**config.mk**
```make
export PLATFORM = sky130hd
export DESIGN_NAME = i2c_irq_vector
export DESIGN_NICKNAME = d
export VERILOG_FILES = /design/src/rtl/i2civ_pkg.sv /design/src/rtl/ivu_flags.sv /design/src/rtl/ivu_prio.sv /design/src/rtl/ivu_regs.sv /design/src/rtl/i2c_irq_vector.sv
export SDC_FILE = /design/constraint.sdc
export NUM_CORES = 1
export LEC_CHECK = 0
export BUFFER_PORTS_ARGS = -buffer_cell sky130_fd_sc_hd__buf_2
export CAP_MARGIN = 15
export CORE_MARGIN = 5
export CORE_UTILIZATION = 50
export DETAILED_ROUTE_END_ITERATION = 7
export HOLD_SLACK_MARGIN = 0.06
export PLACE_DENSITY_LB_ADDON = 0.12
export SYNTH_ARGS = -nofsm -noshare
export SYNTH_HDL_FRONTEND = slang
export SYNTH_SLANG_ARGS = --single-unit
```
**constraint.sdc**
```tcl
create_clock -name clk -period 3.2 [get_ports clk]
set_input_delay 0.32 -clock clk [delete_from_list [all_inputs] [get_ports clk]]
set_output_delay 0.32 -clock clk [all_outputs]
set_load 0.02 [all_outputs]
```
**src/rtl/i2civ_pkg.sv**
```systemverilog
package i2civ_pkg;
  localparam int N_EV   = 7;
  localparam int CODE_W = $clog2(N_EV + 1);

  // flag positions, also the vector priority order (lower wins)
  localparam int B_AL   = 0;
  localparam int B_NACK = 1;
  localparam int B_ARDY = 2;
  localparam int B_RRDY = 3;
  localparam int B_XRDY = 4;
  localparam int B_SCD  = 5;
  localparam int B_AAS  = 6;

  // level inputs mirrored into the status word
  localparam int B_RSF  = 11;
  localparam int B_BUSY = 12;

  // flags that a vector read must not acknowledge
  localparam logic [N_EV-1:0] DATA_HELD = (N_EV'(1) << B_RRDY) | (N_EV'(1) << B_XRDY);

  typedef enum logic [1:0] {
    SEL_NONE,
    SEL_MASK,
    SEL_STAT,
    SEL_VEC
  } regsel_e;
endpackage

```
**src/rtl/ivu_flags.sv**
```systemverilog
module ivu_flags #(
  parameter int N = 7
) (
  input  logic         clk,
  input  logic         rst,
  input  logic [N-1:0] set_i,
  input  logic [N-1:0] clr_i,
  output logic [N-1:0] q_o
);
  // one sticky cell per source; a new event outranks any clear
  for (genvar i = 0; i < N; i++) begin : g_cell
    always_ff @(posedge clk) begin
      if (rst)           q_o[i] <= 1'b0;
      else if (set_i[i]) q_o[i] <= 1'b1;
      else if (clr_i[i]) q_o[i] <= 1'b0;
    end
  end
endmodule

```
**src/rtl/ivu_prio.sv**
```systemverilog
module ivu_prio #(
  parameter int N      = 7,
  parameter int CODE_W = 3
) (
  input  logic [N-1:0]      req_i,
  output logic [CODE_W-1:0] code_o,
  output logic [N-1:0]      grant_o
);
  // scan from the top so the lowest set index is the last to write
  always_comb begin
    code_o  = '0;
    grant_o = '0;
    for (int i = N - 1; i >= 0; i--) begin
      if (req_i[i]) begin
        code_o  = CODE_W'(i + 1);
        grant_o = N'(1) << i;
      end
    end
  end
endmodule

```
**src/rtl/ivu_regs.sv**
```systemverilog
module ivu_regs
  import i2civ_pkg::*;
#(
  parameter int          N        = N_EV,
  parameter int          CW       = CODE_W,
  parameter int          ADDR_W   = 8,
  parameter int          DATA_W   = 16,
  parameter logic [7:0]  OFF_MASK = 8'h04,
  parameter logic [7:0]  OFF_STAT = 8'h08,
  parameter logic [7:0]  OFF_VEC  = 8'h28
) (
  input  logic              clk,
  input  logic              rst,
  input  logic [ADDR_W-1:0] reg_addr,
  input  logic              reg_wr,
  input  logic [DATA_W-1:0] reg_wdata,
  input  logic              reg_rd,
  input  logic [N-1:0]      stat_i,
  input  logic [CW-1:0]     vec_code_i,
  input  logic [N-1:0]      vec_grant_i,
  input  logic              bus_busy,
  input  logic              rx_shift_full,
  input  logic              rx_data_taken,
  input  logic              tx_data_loaded,
  output logic [N-1:0]      mask_o,
  output logic [N-1:0]      clr_o,
  output logic [DATA_W-1:0] reg_rdata
);
  regsel_e            sel;
  logic [DATA_W-1:0]  rd_next;
  logic               vec_ack;
  logic [N-1:0]       w1c;
  logic               unused_wdata;

  assign unused_wdata = ^reg_wdata[DATA_W-1:N];

  always_comb begin
    if      (reg_addr == ADDR_W'(OFF_MASK)) sel = SEL_MASK;
    else if (reg_addr == ADDR_W'(OFF_STAT)) sel = SEL_STAT;
    else if (reg_addr == ADDR_W'(OFF_VEC))  sel = SEL_VEC;
    else                                    sel = SEL_NONE;
  end

  assign vec_ack = reg_rd && (sel == SEL_VEC);
  assign w1c     = (reg_wr && (sel == SEL_STAT)) ? reg_wdata[N-1:0] : '0;

  always_comb begin
    clr_o = w1c;
    if (vec_ack) clr_o = clr_o | (vec_grant_i & ~DATA_HELD);
    if (rx_data_taken)  clr_o[B_RRDY] = 1'b1;
    if (tx_data_loaded) clr_o[B_XRDY] = 1'b1;
  end

  always_ff @(posedge clk) begin
    if (rst)                              mask_o <= '0;
    else if (reg_wr && (sel == SEL_MASK)) mask_o <= reg_wdata[N-1:0];
  end

  always_comb begin
    rd_next = '0;
    unique case (sel)
      SEL_MASK: rd_next[N-1:0] = mask_o;
      SEL_STAT: begin
        rd_next[N-1:0] = stat_i;
        rd_next[B_RSF] = rx_shift_full;
        rd_next[B_BUSY] = bus_busy;
      end
      SEL_VEC:  rd_next[CW-1:0] = vec_code_i;
      default:  rd_next = '0;
    endcase
  end

  always_ff @(posedge clk) begin
    if (rst)         reg_rdata <= '0;
    else if (reg_rd) reg_rdata <= rd_next;
  end
endmodule

```
**src/rtl/i2c_irq_vector.sv**
```systemverilog
module i2c_irq_vector
  import i2civ_pkg::*;
#(
  parameter int         ADDR_W   = 8,
  parameter int         DATA_W   = 16,
  parameter logic [7:0] OFF_MASK = 8'h04,
  parameter logic [7:0] OFF_STAT = 8'h08,
  parameter logic [7:0] OFF_VEC  = 8'h28
) (
  input  logic              clk,
  input  logic              rst,
  input  logic [N_EV-1:0]   ev_pulse,
  input  logic              bus_busy,
  input  logic              rx_shift_full,
  input  logic              rx_data_taken,
  input  logic              tx_data_loaded,
  input  logic [ADDR_W-1:0] reg_addr,
  input  logic              reg_wr,
  input  logic [DATA_W-1:0] reg_wdata,
  input  logic              reg_rd,
  output logic [DATA_W-1:0] reg_rdata,
  output logic              irq
);
  logic [N_EV-1:0]   stat_q;
  logic [N_EV-1:0]   mask_q;
  logic [N_EV-1:0]   clr;
  logic [N_EV-1:0]   grant;
  logic [CODE_W-1:0] code;

  ivu_flags #(.N(N_EV)) u_flags (
    .clk   (clk),
    .rst   (rst),
    .set_i (ev_pulse),
    .clr_i (clr),
    .q_o   (stat_q)
  );

  ivu_prio #(.N(N_EV), .CODE_W(CODE_W)) u_prio (
    .req_i   (stat_q & mask_q),
    .code_o  (code),
    .grant_o (grant)
  );

  ivu_regs #(
    .N(N_EV), .CW(CODE_W), .ADDR_W(ADDR_W), .DATA_W(DATA_W),
    .OFF_MASK(OFF_MASK), .OFF_STAT(OFF_STAT), .OFF_VEC(OFF_VEC)
  ) u_regs (
    .clk            (clk),
    .rst            (rst),
    .reg_addr       (reg_addr),
    .reg_wr         (reg_wr),
    .reg_wdata      (reg_wdata),
    .reg_rd         (reg_rd),
    .stat_i         (stat_q),
    .vec_code_i     (code),
    .vec_grant_i    (grant),
    .bus_busy       (bus_busy),
    .rx_shift_full  (rx_shift_full),
    .rx_data_taken  (rx_data_taken),
    .tx_data_loaded (tx_data_loaded),
    .mask_o         (mask_q),
    .clr_o          (clr),
    .reg_rdata      (reg_rdata)
  );

  assign irq = |(stat_q & mask_q);
endmodule

```
==> impl_metrics.ini <==
[power_and_ir_drop]
pwr-share-clk = 0.266
total_power_mw = 0.5050
switching_share = 0.2725
p_leak_nw = 0.6821
p_seq_frac = 0.597
ir_worst_vdd_mv = 0.2718
cellPowerDensity_mw_per_mm2 = 339.5
internal_power_mw = 0.3674
pwr-share-comb = 0.137
p_sw_mw = 0.1376

[critical_path]
required_ns = 2.88
timing.rr.start = u_regs.mask_o[0]
worstPathMaxFanout = 5
arrival_ns = 1.52
crit_type = flop to primary output
startpoint = u_flags.q_o[6]
crit_path_max_incr_delay_ns = 0.37
cp-end-kind = primary output
cp_cell_sequence = a22o_1 > a221oi_1 > nand3_1 > buf_2
crit_slowest_cell = dfxtp_1
cp-start-kind = flop
reg2reg_depth = 4

[synthesis]
syn_area_sq_mm = 0.001289
netlist-cell-type-count = 37
synth_edf_count = 0
synth_top_area_share = 0.3573
synth_seq_cells = 23
synthFlopType = dfxtp_1
synth_commonest_cells = dfxtp_1 (23), nor2_1 (12), a21oi_1 (9), inv_1 (9), nand4_1 (8)
synth.yosys.seq_area_share = 0.3573
avgSynthCellArea_sq_um = 8.368
yosys_warnings = 0
synth_most_common_cell = dfxtp_1
synth_async_sr_flop_share = 0
synthCells = 154
synth.largest_area_cell = dfxtp_1
synth_area_leaders = dfxtp_1 (36%), mux2i_1 (5.4%), buf_4 (4.1%)

[floorplan]
die_area_sq_mm = 0.003693
rows = 18
initial_utilization = 0.5202
pin_count = 56
die_height_um = 60.77
core_area_sq_mm = 0.002477
dieWidth_um = 60.77

[clock_tree]
clk_pin_slew_worst_paths_ns = 0.13
cts_hold_buffers = 0
numCtsBuffers = 3
clockRootBuffer = clkbuf_4
clk_latency_ns = 0.32
cts_num_sinks = 23
cts_htree_levels = 1
cts_resized = 0
cts_tree = built
post_cts_buffers = 0
max-clock-path-buffers = 2

[sta]
tightest_slew_ns = 0.7672
drv_slew = 0
clock.fmax_ghz = 0.5446
setup_viol = 0
fin_tns_setup_ns = 0
hold_viol = 0
fin_skew_ns = 0.009470
relSlewSlack = 0.4875
grt_setup_unrepaired = no
fin_crit_sh = 0.5738
period_needed_ns = 1.836

[hold_path]
hold_path_startpoint = ev_pulse[4]
worstHoldPathCells = 3
min_path_type = input port to flop

[placement]
io_buffers = 39
dpl.hpwl_um = 2415
place.gp.congestion = 0.8278

[finish]
fin_nets = 229
layout-drive-gt1-share = 0.2434
multiInputGateArea_sq_um = 733.2
diodes = 0
n_fill_cell = 241
areaGrowthSynthToFinish_pct = 15.44
regArea_sq_um = 460.4

[grt]
grt_pass1_wl_um = 4850
grt-ovfl-total = 0
grt_max_degree = 27
grt_pass1_vias = 1108
grt_usage = 0.1687
antenna_found_initial = 0

[run_status]
status = complete, no violations

[routing]
wl_um = 3121
drt_pre_antenna_iters = 4
drt_iter0_drc = 45
drc_errors = 0
viasPerCell = 5.918
postRouteAntennaNets = 0
dr_total_vias = 1296
avgRoutedWirePerCell_um = 14.25

[flow_run]
maxCapViolations = 0
[placed cells by master, fill, tap and decap left out, types with 2 or more instances in the layout]
cell type and n:
buf_2 39, a311oi_1 2, o221ai_1 3, a211o_1 2, nand3_1 7, nor2b_1 5
a21oi_1 9, conb_1 7, inv_1 9, nor4bb_1 2, a31oi_1 3, a221oi_1 2
nand4_1 8, a22o_1 6, mux2i_1 7, nand2b_1 6, clkbuf_4 3, dfxtp_1 23
nand2_1 7, a22oi_1 4, nor3_1 5, nor2_1 12, o21ai_0 4
[layer usage]
metal / part of all wire / GRT usage
met4: 0.0061 / 0.04644
met5: 0 / 0
met2: 0.45 / 0.2656
met3: 0.11 / 0.03404
met1: 0.44 / 0.2345
[cell type report]
cell class	count	share of cell area
Timing Repair Buffer	39	0.1312
Multi-Input combinational cell	114	0.4928
Clock inverter	1	0.003364
Inverter	9	0.02271
Tap cell	30	0.02523
Sequential cell	23	0.3095
Clock buffer	3	0.01514
[cells by family after synthesis]
group / Yosys count / synth area share
multiplexers: 7 / 0.05437
other: 1 / 0.002910
AND/OR/NAND/NOR: 62 / 0.2845
AO/OA/AOI/OAI: 38 / 0.2097
flip-flops: 23 / 0.3573
buffers and inverters: 23 / 0.09126
[power by group through the flow]
stage               registers, mW  clock network (mW)  logic [mW]
finish                      0.301               0.134      0.0692
CTS                         0.301               0.139      0.0683
floorplan                   0.305                   0      0.0465
global placement            0.307                   0      0.0663
global route                0.303               0.149      0.0750
detailed placement          0.307                   0      0.0680
[state kept, by name, summed over array words and instances (netlist names)]
register,cells
u_regs.reg_rdata,9
u_regs.mask_o,7
u_flags.q_o,7
[critical path: cells and delay by family (launching register included)]
kind / cells / cell delay [ns]
AO/OA/AOI/OAI: 2 / 0.55
flip-flops: 1 / 0.37
buffers and inverters: 1 / 0.18
AND/OR/NAND/NOR: 1 / 0.11
[worst paths after layout]
check / end / slack [ns]
setup / recovery: irq / 1.36
setup reg to reg: u_regs.reg_rdata[1] / 1.80
hold reg to reg: u_regs.reg_rdata[2] / 0.47
hold / removal: u_flags.q_o[4] / 0.20
[metrics by stage]
stage / instances / hold WS, ns / area (sq um) / util / setup WS [ns]
floorplan: 160 / 0.4377 / 1311 / - / 1.805
global placement: 215 / 0.4360 / 1460 / 0.5894 / 1.436
detailed placement: 215 / 0.4470 / 1460 / 0.5894 / 1.442
CTS: 219 / 0.2010 / 1488 / 0.6005 / 1.381
global route: 219 / 0.1994 / 1488 / 0.6005 / 1.277
finish: 219 / 0.2029 / 1488 / 0.6005 / 1.364
Note: power is estimated with default switching activity, not from simulation.
